[src/rtl/secded_pkg.sv]
package secded_pkg;

    localparam int LANE_W     = 8;
    localparam int DATA_LANES = 8;
    localparam int CODE_LANES = 9;
    localparam int DATA_W     = LANE_W * DATA_LANES;
    localparam int CODE_W     = LANE_W * CODE_LANES;
    localparam int SYN_W      = $clog2(CODE_W);

    typedef enum logic [1:0] {
        VERDICT_CLEAN  = 2'd0,
        VERDICT_FIXED  = 2'd1,
        VERDICT_DOUBLE = 2'd2
    } verdict_e;

    // Position 0 and every power of two carry check bits.
    function automatic bit is_check_pos(input int p);
        return (p == 0) || ((p & (p - 1)) == 0);
    endfunction

    // Scatter data bits into the non-check positions in ascending order.
    function automatic logic [CODE_W-1:0] place_data(input logic [DATA_W-1:0] d);
        logic [CODE_W-1:0] w;
        int n;
        w = '0;
        n = 0;
        for (int p = 0; p < CODE_W; p++) begin
            if (!is_check_pos(p)) begin
                w[p] = d[n];
                n++;
            end
        end
        return w;
    endfunction

    // Gather data bits back from the non-check positions.
    function automatic logic [DATA_W-1:0] gather_data(input logic [CODE_W-1:0] w);
        logic [DATA_W-1:0] d;
        int n;
        d = '0;
        n = 0;
        for (int p = 0; p < CODE_W; p++) begin
            if (!is_check_pos(p)) begin
                d[n] = w[p];
                n++;
            end
        end
        return d;
    endfunction

    // Full encode: group parities at 2^k, then overall parity at 0.
    function automatic logic [CODE_W-1:0] build_codeword(input logic [DATA_W-1:0] d);
        logic [CODE_W-1:0] w;
        logic par;
        w = place_data(d);
        for (int k = 0; k < SYN_W; k++) begin
            par = 1'b0;
            for (int p = 1; p < CODE_W; p++) begin
                if (((p >> k) & 1) == 1) par = par ^ w[p];
            end
            w[1 << k] = par;
        end
        w[0] = ^w[CODE_W-1:1];
        return w;
    endfunction

endpackage

[src/rtl/secded_encoder.sv]
module secded_encoder
    import secded_pkg::*;
(
    input  logic [DATA_W-1:0] data_i,
    output logic [CODE_W-1:0] word_o
);

    logic [CODE_W-1:0] placed;
    logic [SYN_W-1:0]  group_par;
    logic [CODE_W-1:0] with_groups;

    assign placed = place_data(data_i);

    // One parity tree per check group.
    for (genvar k = 0; k < SYN_W; k++) begin : g_group
        always_comb begin
            group_par[k] = 1'b0;
            for (int p = 1; p < CODE_W; p++) begin
                if (((p >> k) & 1) == 1) group_par[k] = group_par[k] ^ placed[p];
            end
        end
    end

    always_comb begin
        with_groups = placed;
        for (int k = 0; k < SYN_W; k++) begin
            with_groups[1 << k] = group_par[k];
        end
    end

    assign word_o = {with_groups[CODE_W-1:1], ^with_groups[CODE_W-1:1]};

endmodule

[src/rtl/secded_syndrome.sv]
module secded_syndrome
    import secded_pkg::*;
(
    input  logic [CODE_W-1:0] word_i,
    output logic [SYN_W-1:0]  syn_o,
    output logic              odd_o
);

    for (genvar k = 0; k < SYN_W; k++) begin : g_syn
        always_comb begin
            syn_o[k] = 1'b0;
            for (int p = 1; p < CODE_W; p++) begin
                if (((p >> k) & 1) == 1) syn_o[k] = syn_o[k] ^ word_i[p];
            end
        end
    end

    assign odd_o = ^word_i;

endmodule

[src/rtl/secded_corrector.sv]
module secded_corrector
    import secded_pkg::*;
(
    input  logic [CODE_W-1:0] word_i,
    input  logic [SYN_W-1:0]  syn_i,
    input  logic              odd_i,
    output logic [DATA_W-1:0] data_o,
    output verdict_e          verdict_o
);

    logic [CODE_W-1:0] repaired;
    logic              syn_nz;
    logic              syn_in_range;

    assign syn_nz       = (syn_i != '0);
    assign syn_in_range = (int'(syn_i) < CODE_W);

    always_comb begin
        repaired  = word_i;
        verdict_o = VERDICT_CLEAN;
        unique case ({syn_nz, odd_i})
            2'b00: verdict_o = VERDICT_CLEAN;
            2'b01: begin
                verdict_o   = VERDICT_FIXED;
                repaired[0] = ~word_i[0];
            end
            2'b11: begin
                if (syn_in_range) begin
                    verdict_o       = VERDICT_FIXED;
                    repaired[syn_i] = ~word_i[syn_i];
                end else begin
                    verdict_o = VERDICT_DOUBLE;
                end
            end
            2'b10: verdict_o = VERDICT_DOUBLE;
            default: verdict_o = VERDICT_DOUBLE;
        endcase
    end

    assign data_o = gather_data(repaired);

endmodule

[src/rtl/secded_outstage.sv]
module secded_outstage #(
    parameter int W       = 8,
    parameter bit REG_OUT = 1'b1
) (
    input  logic         clk,
    input  logic         rst_n,
    input  logic [W-1:0] d_i,
    output logic [W-1:0] q_o
);

    if (REG_OUT) begin : g_reg
        always_ff @(posedge clk or negedge rst_n) begin
            if (!rst_n) q_o <= '0;
            else        q_o <= d_i;
        end
    end else begin : g_pass
        assign q_o = d_i;
    end

endmodule

[src/rtl/secded72_codec.sv]
module secded72_codec
    import secded_pkg::*;
#(
    parameter bit REG_OUT = 1'b1
) (
    input  logic                             clk,
    input  logic                             rst_n,
    input  logic [DATA_LANES-1:0][LANE_W-1:0] enc_byte_in,
    output logic [CODE_LANES-1:0][LANE_W-1:0] enc_word_out,
    input  logic [CODE_LANES-1:0][LANE_W-1:0] dec_word_in,
    output logic [DATA_LANES-1:0][LANE_W-1:0] dec_byte_out,
    output logic                             dec_clean,
    output logic                             dec_fixed,
    output logic                             dec_double
);

    localparam int FLAG_W = 3;
    localparam int STAGE_W = CODE_W + DATA_W + FLAG_W;

    logic [DATA_W-1:0]  enc_data;
    logic [CODE_W-1:0]  enc_word;
    logic [CODE_W-1:0]  dec_word;
    logic [SYN_W-1:0]   syn;
    logic               odd;
    logic [DATA_W-1:0]  dec_data;
    verdict_e           verdict;
    logic [FLAG_W-1:0]  flags;
    logic [STAGE_W-1:0] stage_d;
    logic [STAGE_W-1:0] stage_q;

    assign enc_data = enc_byte_in;
    assign dec_word = dec_word_in;

    secded_encoder u_enc (
        .data_i (enc_data),
        .word_o (enc_word)
    );

    secded_syndrome u_syn (
        .word_i (dec_word),
        .syn_o  (syn),
        .odd_o  (odd)
    );

    secded_corrector u_fix (
        .word_i    (dec_word),
        .syn_i     (syn),
        .odd_i     (odd),
        .data_o    (dec_data),
        .verdict_o (verdict)
    );

    always_comb begin
        unique case (verdict)
            VERDICT_CLEAN:  flags = 3'b100;
            VERDICT_FIXED:  flags = 3'b010;
            VERDICT_DOUBLE: flags = 3'b001;
            default:        flags = 3'b001;
        endcase
    end

    assign stage_d = {enc_word, dec_data, flags};

    secded_outstage #(
        .W       (STAGE_W),
        .REG_OUT (REG_OUT)
    ) u_out (
        .clk   (clk),
        .rst_n (rst_n),
        .d_i   (stage_d),
        .q_o   (stage_q)
    );

    assign {enc_word_out, dec_byte_out, dec_clean, dec_fixed, dec_double} = stage_q;

endmodule

[config.mk]
export PLATFORM = sky130hd
export DESIGN_NAME = secded72_codec
export DESIGN_NICKNAME = d
export VERILOG_FILES = /design/src/rtl/secded_pkg.sv /design/src/rtl/secded_encoder.sv /design/src/rtl/secded_syndrome.sv /design/src/rtl/secded_corrector.sv /design/src/rtl/secded_outstage.sv /design/src/rtl/secded72_codec.sv
export SDC_FILE = /design/constraint.sdc
export NUM_CORES = 1
export LEC_CHECK = 0
export ABC_CLOCK_PERIOD_IN_PS = 800
export BUFFER_PORTS_ARGS = -buffer_cell sky130_fd_sc_hd__buf_2
export CAP_MARGIN = 20
export CORE_AREA = 2 2 139 141
export DETAILED_ROUTE_END_ITERATION = 10
export DIE_AREA = 0 0 141 143
export PLACE_DENSITY = 0.83
export SLEW_MARGIN = 20
export SYNTH_ARGS = -nofsm -noshare
export SYNTH_HDL_FRONTEND = slang
export SYNTH_HIERARCHICAL = 1
export SYNTH_SLANG_ARGS = --single-unit
export TNS_END_PERCENT = 1
[constraint.sdc]
create_clock -name clk -period 0.8 [get_ports clk]
set_clock_uncertainty 0.05 [all_clocks]
set_input_delay 0.2 -clock clk [delete_from_list [all_inputs] [get_ports clk]]
set_output_delay 0.2 -clock clk [all_outputs]
set_load 0.01 [all_outputs]
Word-level counts from Yosys, hierarchy flattened

Cells that the tools add are included.

Bits in registers: 139
Bits of input ports: 138
Output and inout bits: 139
Logic and storage cells: 428

Order comparisons: 3
Equal/unequal tests: 4
Multiplexer cells: 10
Bitwise logic cells: 404
Reductions and logical operators: 6

Operators by type and width:

| kind               | count |
|---|---|
| $xor 1x1->1        | 403 |
| $bwmux 72          | 1 |
| $mux 72            | 1 |
| $reduce_xor 72->1  | 1 |
| $mux 71            | 1 |
| $reduce_xor 71->1  | 1 |
| $lt 7x8->1 const B | 1 |
| $pmux 2 s4         | 1 |
| $bmux 1 s7         | 1 |
| $demux 1 s7        | 1 |
| $ge 7x1->1 const B | 1 |
| $lt 7x7->1 const B | 1 |
| $reduce_bool 7->1  | 1 |
| $pmux 3 s2         | 1 |
| $eq 2x1->1 const B | 2 |
| $eq 2x2->1 const B | 2 |
| $logic_not 2->1    | 2 |
| $mux 1             | 2 |
| $mux 2             | 1 |
| $logic_and 1x1->1  | 1 |
| $not 1->1          | 1 |

Longest topological paths before layout

Depth in word-level cells: 42
Depth in mapped cells: 15
Gate-level depth less buffers: 11

By module

Netlist, hierarchy kept.

Modules (own cells, without submodules):

| module           | times used | cells each | area each (um2) | seq. area each (um2) |
|---|---|---|---|---|
| secded_outstage  | 1          | 139        | 3478.3          | 3478.3 |
| secded_corrector | 1          | 284        | 2048.2          | 0.0 |
| secded_encoder   | 1          | 180        | 1727.9          | 0.0 |
| secded_syndrome  | 1          | 133        | 1332.5          | 0.0 |
| secded72_codec   | 1          | 3          | 13.8            | 0.0 |

Worst setup path after synthesis

No wires, ideal clock.

Kind: in2reg
Start point: input port dec_word_in[62] (netlist name)
End point: register u_out.q_o[23]
Library setup time: 0.133 ns
Arrival: 2.899 ns
Required time: 0.617 ns
Setup slack: -2.282 ns
Stages on the path: 11
Path buffers: 2
Cell sequence: xnor2_2 > xnor2_2 > xor3_2 > xnor2_2 > xnor2_1 > or2_2 > clkbuf_1 > a21oi_1 > nor4_4 > buf_6 > o31ai_2

Elaborated cells between the ends (all ways): 33
Classes of those cells: 3 x order compare; 1 x eq/ne; 7 x mux; 19 x bitwise; 3 x reduce/logical

RTL lines:

| item                                                                  | line                   | source |
|---|---|---|
| start: declaration                                                    | secded72_codec.sv:10   | `input logic [CODE_LANES-1:0][LANE_W-1:0] dec_word_in,` |
| $xor 1x1->1 * (2 in series)                                           | secded_syndrome.sv:13  | `if (((p >> k) & 1) == 1) syn_o[k] = syn_o[k] ^ word_i[p];` |
| via syn[3]                                                            | secded72_codec.sv:23   | `logic [SYN_W-1:0] syn;` |
| $lt 7x8->1 (implied by the code) / $ge 7x1->1 (equally long branches) | secded_corrector.sv:30 | `repaired[syn_i] = ~word_i[syn_i];` |
| $logic_and 1x1->1 (implied by the code)                               | secded_corrector.sv:30 |  |
| $mux 1 (implied by the code)                                          | secded_corrector.sv:30 |  |
| $demux 1 s7                                                           | --                     |  |
| $bwmux 72                                                             | secded_corrector.sv:30 |  |
| $mux 72                                                               | secded_corrector.sv:28 | `if (syn_in_range) begin` |
| $mux 71 *                                                             | secded_corrector.sv:21 | `unique case ({syn_nz, odd_i})` |
| via dec_data[20]                                                      | secded72_codec.sv:25   | `logic [DATA_W-1:0] dec_data;` |
| end signal: assignment                                                | secded_outstage.sv:14  | `else q_o <= d_i;` |
| end: declaration                                                      | secded_outstage.sv:8   | `output logic [W-1:0] q_o` |

Mark *: on every way through the listed nets, which the timed path passes. The rest lies on a longest branch. The select of a mux whose other input is x is not followed.

Worst setup path in the final report

Start point: input port dec_word_in[15] (netlist name)
End point: register u_out.q_o[31]

Word-level cells in the longest chain between the ends: 36
Elaborated cells between the ends (all ways): 127
Classes of those cells: 3 x order compare; 1 x eq/ne; 7 x mux; 113 x bitwise; 3 x reduce/logical

RTL lines:

| item                                                                  | line |
|---|---|
| $xor 1x1->1 * (29 in series)                                          | secded_syndrome.sv:13 |
| via syn[0]                                                            | secded72_codec.sv:23 |
| $lt 7x8->1 (implied by the code) / $ge 7x1->1 (equally long branches) | secded_corrector.sv:30 |
| $logic_and 1x1->1 (implied by the code)                               | secded_corrector.sv:30 |
| $mux 1 (implied by the code)                                          | secded_corrector.sv:30 |
| $demux 1 s7                                                           | -- |
| $bwmux 72                                                             | secded_corrector.sv:30 |
| $mux 72                                                               | secded_corrector.sv:28 |
| $mux 71 *                                                             | secded_corrector.sv:21 |
| via dec_data[28]                                                      | secded72_codec.sv:25 |

Marks and branches as above.

==> flow_metrics.tcl <==
set metrics [dict create \
    status "finished, violations left" \
    violations "negative setup slack" \
    netlist_instances 739 \
    area_growth_pct 64.4 \
    fp.dieH_um 143 \
    wl_met2_um 18100 \
    vias 8212 \
    cp.required_ns 1.05 \
    crit_type "in2reg" \
    fin_crit_sh 3.89 \
    synthTopCellsByArea "dfrtp_1 (40%), xnor2_1 (19%), buf_4 (5.8%)" \
    max-slew-margin-rel 0.666 \
    yosys_warnings 6 \
    drt_first_pass_iters 5 \
    setup_viol 215 \
    ir_drop_mv 4.17 \
    grt_pass1_vias 8743 \
    clk_pin_slew_ns 0.07 \
    synth_edf_count 0 \
    top_layer_used "met4" \
    yosysTopAreaCell "dfrtp_1" \
    power_density_nw_per_um2 5010 \
    cts.sinks 139 \
    hold_path.class "in2reg" \
    die_x_um 141 \
    start_kind "primary input" \
    place_ws_ns -2.66 \
    max_slew.worst_pin.slew_ns 0.497 \
    fin_area_um2 14100 \
    h-tree-depth 4 \
    cts-root-buf "clkbuf_16" \
    drc 0 \
    dieArea_um2 20200 \
    critical_path_arrival_ns 3.36 \
    final_util 0.761 \
    antenna_found_initial 0 \
    synth_ff_type "dfrtp_1" \
    grt_usage 0.321 \
    io_pins 277 \
    netlist_area_um2 8600 \
    yosysUniqueCellTypes 58 \
    finalMaxSlewViolations 0 \
    final_nets 1416 \
    clockBufferDepth 2 \
    hold_viol 0 \
    grt_max_degree 28 \
    synth_nets 877 \
    grt_pass1_wl_um 48100 \
    hp-start "enc_byte_in[21]" \
    antenna_left 0 \
    port_buffers 276 \
    start_util 0.463 \
    wl_met1_um 12000 \
    largest_register_ffs 139 \
    cap_violations 0 \
    reg_top3 "u_out/q_o x139" \
    wl_met3_um 3000 \
    max_clock_freq_mhz 322 \
    wl_per_cell_um 23.1 \
    via_per_inst 5.38 \
    synth_top_area_frac 0.404 \
    regMostFlops "u_out/q_o" \
    core_um2 18600 \
    rows 50 \
    gp_congestion 0.955 \
    async_flop_share 1.00 \
    p_leak_nw 6.58 \
    totalPowerFinal_mw 70.9 \
    avgSynthCellArea_um2 11.6 \
    rsz0062_at_grt "true" \
    hold_ws_ns 0.0213 \
    post-dp-hpwl_um 23000 \
    grt_overflow 0 \
    routed_wl_um 35200 \
    drive_above_1_share 0.579 \
    worstSetupEndpointType "register" \
    worst-path-max-fanout 5 \
    finalCriticalPeriod_ns 3.11 \
    setup_ws_ns -2.31 \
    startpoint "dec_word_in[15]" \
    synth-seq-cells 139 \
    drt_iter0_drc 620 \
    cts_made_buffers 17 \
    place_area_um2 11600 \
    cts_tree "yes" \
    seq_area_frac_synth 0.404 \
    diodes 0 \
]
-- layer usage --
layer  vias to the layer above  track usage
li1                       3522            -
met1                      3989        0.347
met2                       565        0.576
met3                       136       0.0889
met4                         0        0.166
met5                         -            0
-- cell families (layout without fill, tap and decap cells) --
family                 count (synthesis)  count (layout)  share of synthesized area
AND/OR/NAND/NOR                      103             103                     0.0628
multiplexers                          56              56                     0.0706
buffers and inverters                 94             645                     0.0787
AO/OA/AOI/OAI                         98              98                     0.0835
XOR/XNOR                             249             250                      0.300
flip-flops                           139             139                      0.404
-- synth_stat cells (all sizes together), types with 10 or more instances --
cell type,n
nand2,20
buf,80
xor2,34
o21ai,24
xnor3,17
mux2,37
nand3,10
nor2,34
a21oi,16
o31ai,24
xnor2,196
mux2i,19
dfrtp,139
-- worst paths after layout --
| check | end | cells past startpoint |
|---|---|---|
| max in group asynchronous | u_out/q_o[65]$_DFF_PN0_ | 3 |
| min | u_out/q_o[94]$_DFF_PN0_ | 2 |
| min in group asynchronous | u_out/q_o[4]$_DFF_PN0_ | 2 |
| max | u_out/q_o[31]$_DFF_PN0_ | 18 |
-- area by class of cell --
class,count,area (um2)
fill,1082,4440
inverter,5,18.8
multi-input combinational,507,5250
timing repair buffer,608,4530
tap,234,293
sequential,139,3480
clock buffer,18,429
clock inverter,14,134
-- cells in the final DEF, fill, tap and decap left out, types with 5 or more instances in the layout --
cell,instances
buf_4,244
buf_2,231
xnor2_1,142
dfrtp_1,138
dlygate4sd3_1,61
buf_6,57
xnor2_2,41
mux2_2,30
nor2_1,29
xor2_1,23
o21ai_0,23
nand2_1,20
clkbuf_16,19
mux2i_1,15
xnor2_4,14
o31ai_2,14
xnor3_1,11
buf_12,10
nand3_1,10
o31ai_1,10
xor2_2,9
a21oi_1,9
nand2b_1,7
a21oi_2,7
xnor3_2,6
a22oi_2,6
a31oi_1,6
inv_6,5
nor2_2,5
-- critical path, stage by stage --
cell and delay [ns]:
buf_12 0.11, xor2_4 0.17, xnor2_2 0.26, xnor2_2 0.18, xnor2_1 0.18, xnor3_2 0.35
xnor2_4 0.20, buf_6 0.14, buf_6 0.11, buf_6 0.12, buf_4 0.16, nand2_1 0.06
nor2_1 0.04, o21ai_0 0.26, o211ai_1 0.23, buf_4 0.19, buf_4 0.12, mux2_2 0.27
-- what timing repair did --
| item | CTS | global route |
|---|---|---|
| cloned | 5 | 2 |
| hold endpoints to repair | 199 | 0 |
| pin swaps | 33 | 41 |
| resized for setup | 77 | 120 |
| buffers inserted | 12 | 9 |
| hold buffers | 61 | 0 |
| setup endpoints to repair | 213 | 214 |
-- per-stage QoR --
stage,setup TNS [ns],cells
after floorplan,-136.52,739
after global placement,-176.95,1407
after detailed placement,-178.94,1407
after CTS,-187.37,1517
after global routing,-204.89,1525
final,-198.18,1525
-- power breakdown --
| part | total, mW | internal, mW | switching, mW |
|---|---|---|---|
| Sequential | 8.23 | 7.90 | 0.329 |
| Clock | 7.82 | 4.34 | 3.47 |
| Combinational | 54.8 | 26.9 | 27.9 |
| Total | 70.9 | 39.1 | 31.7 |
Power figures use the tool's default switching activity.
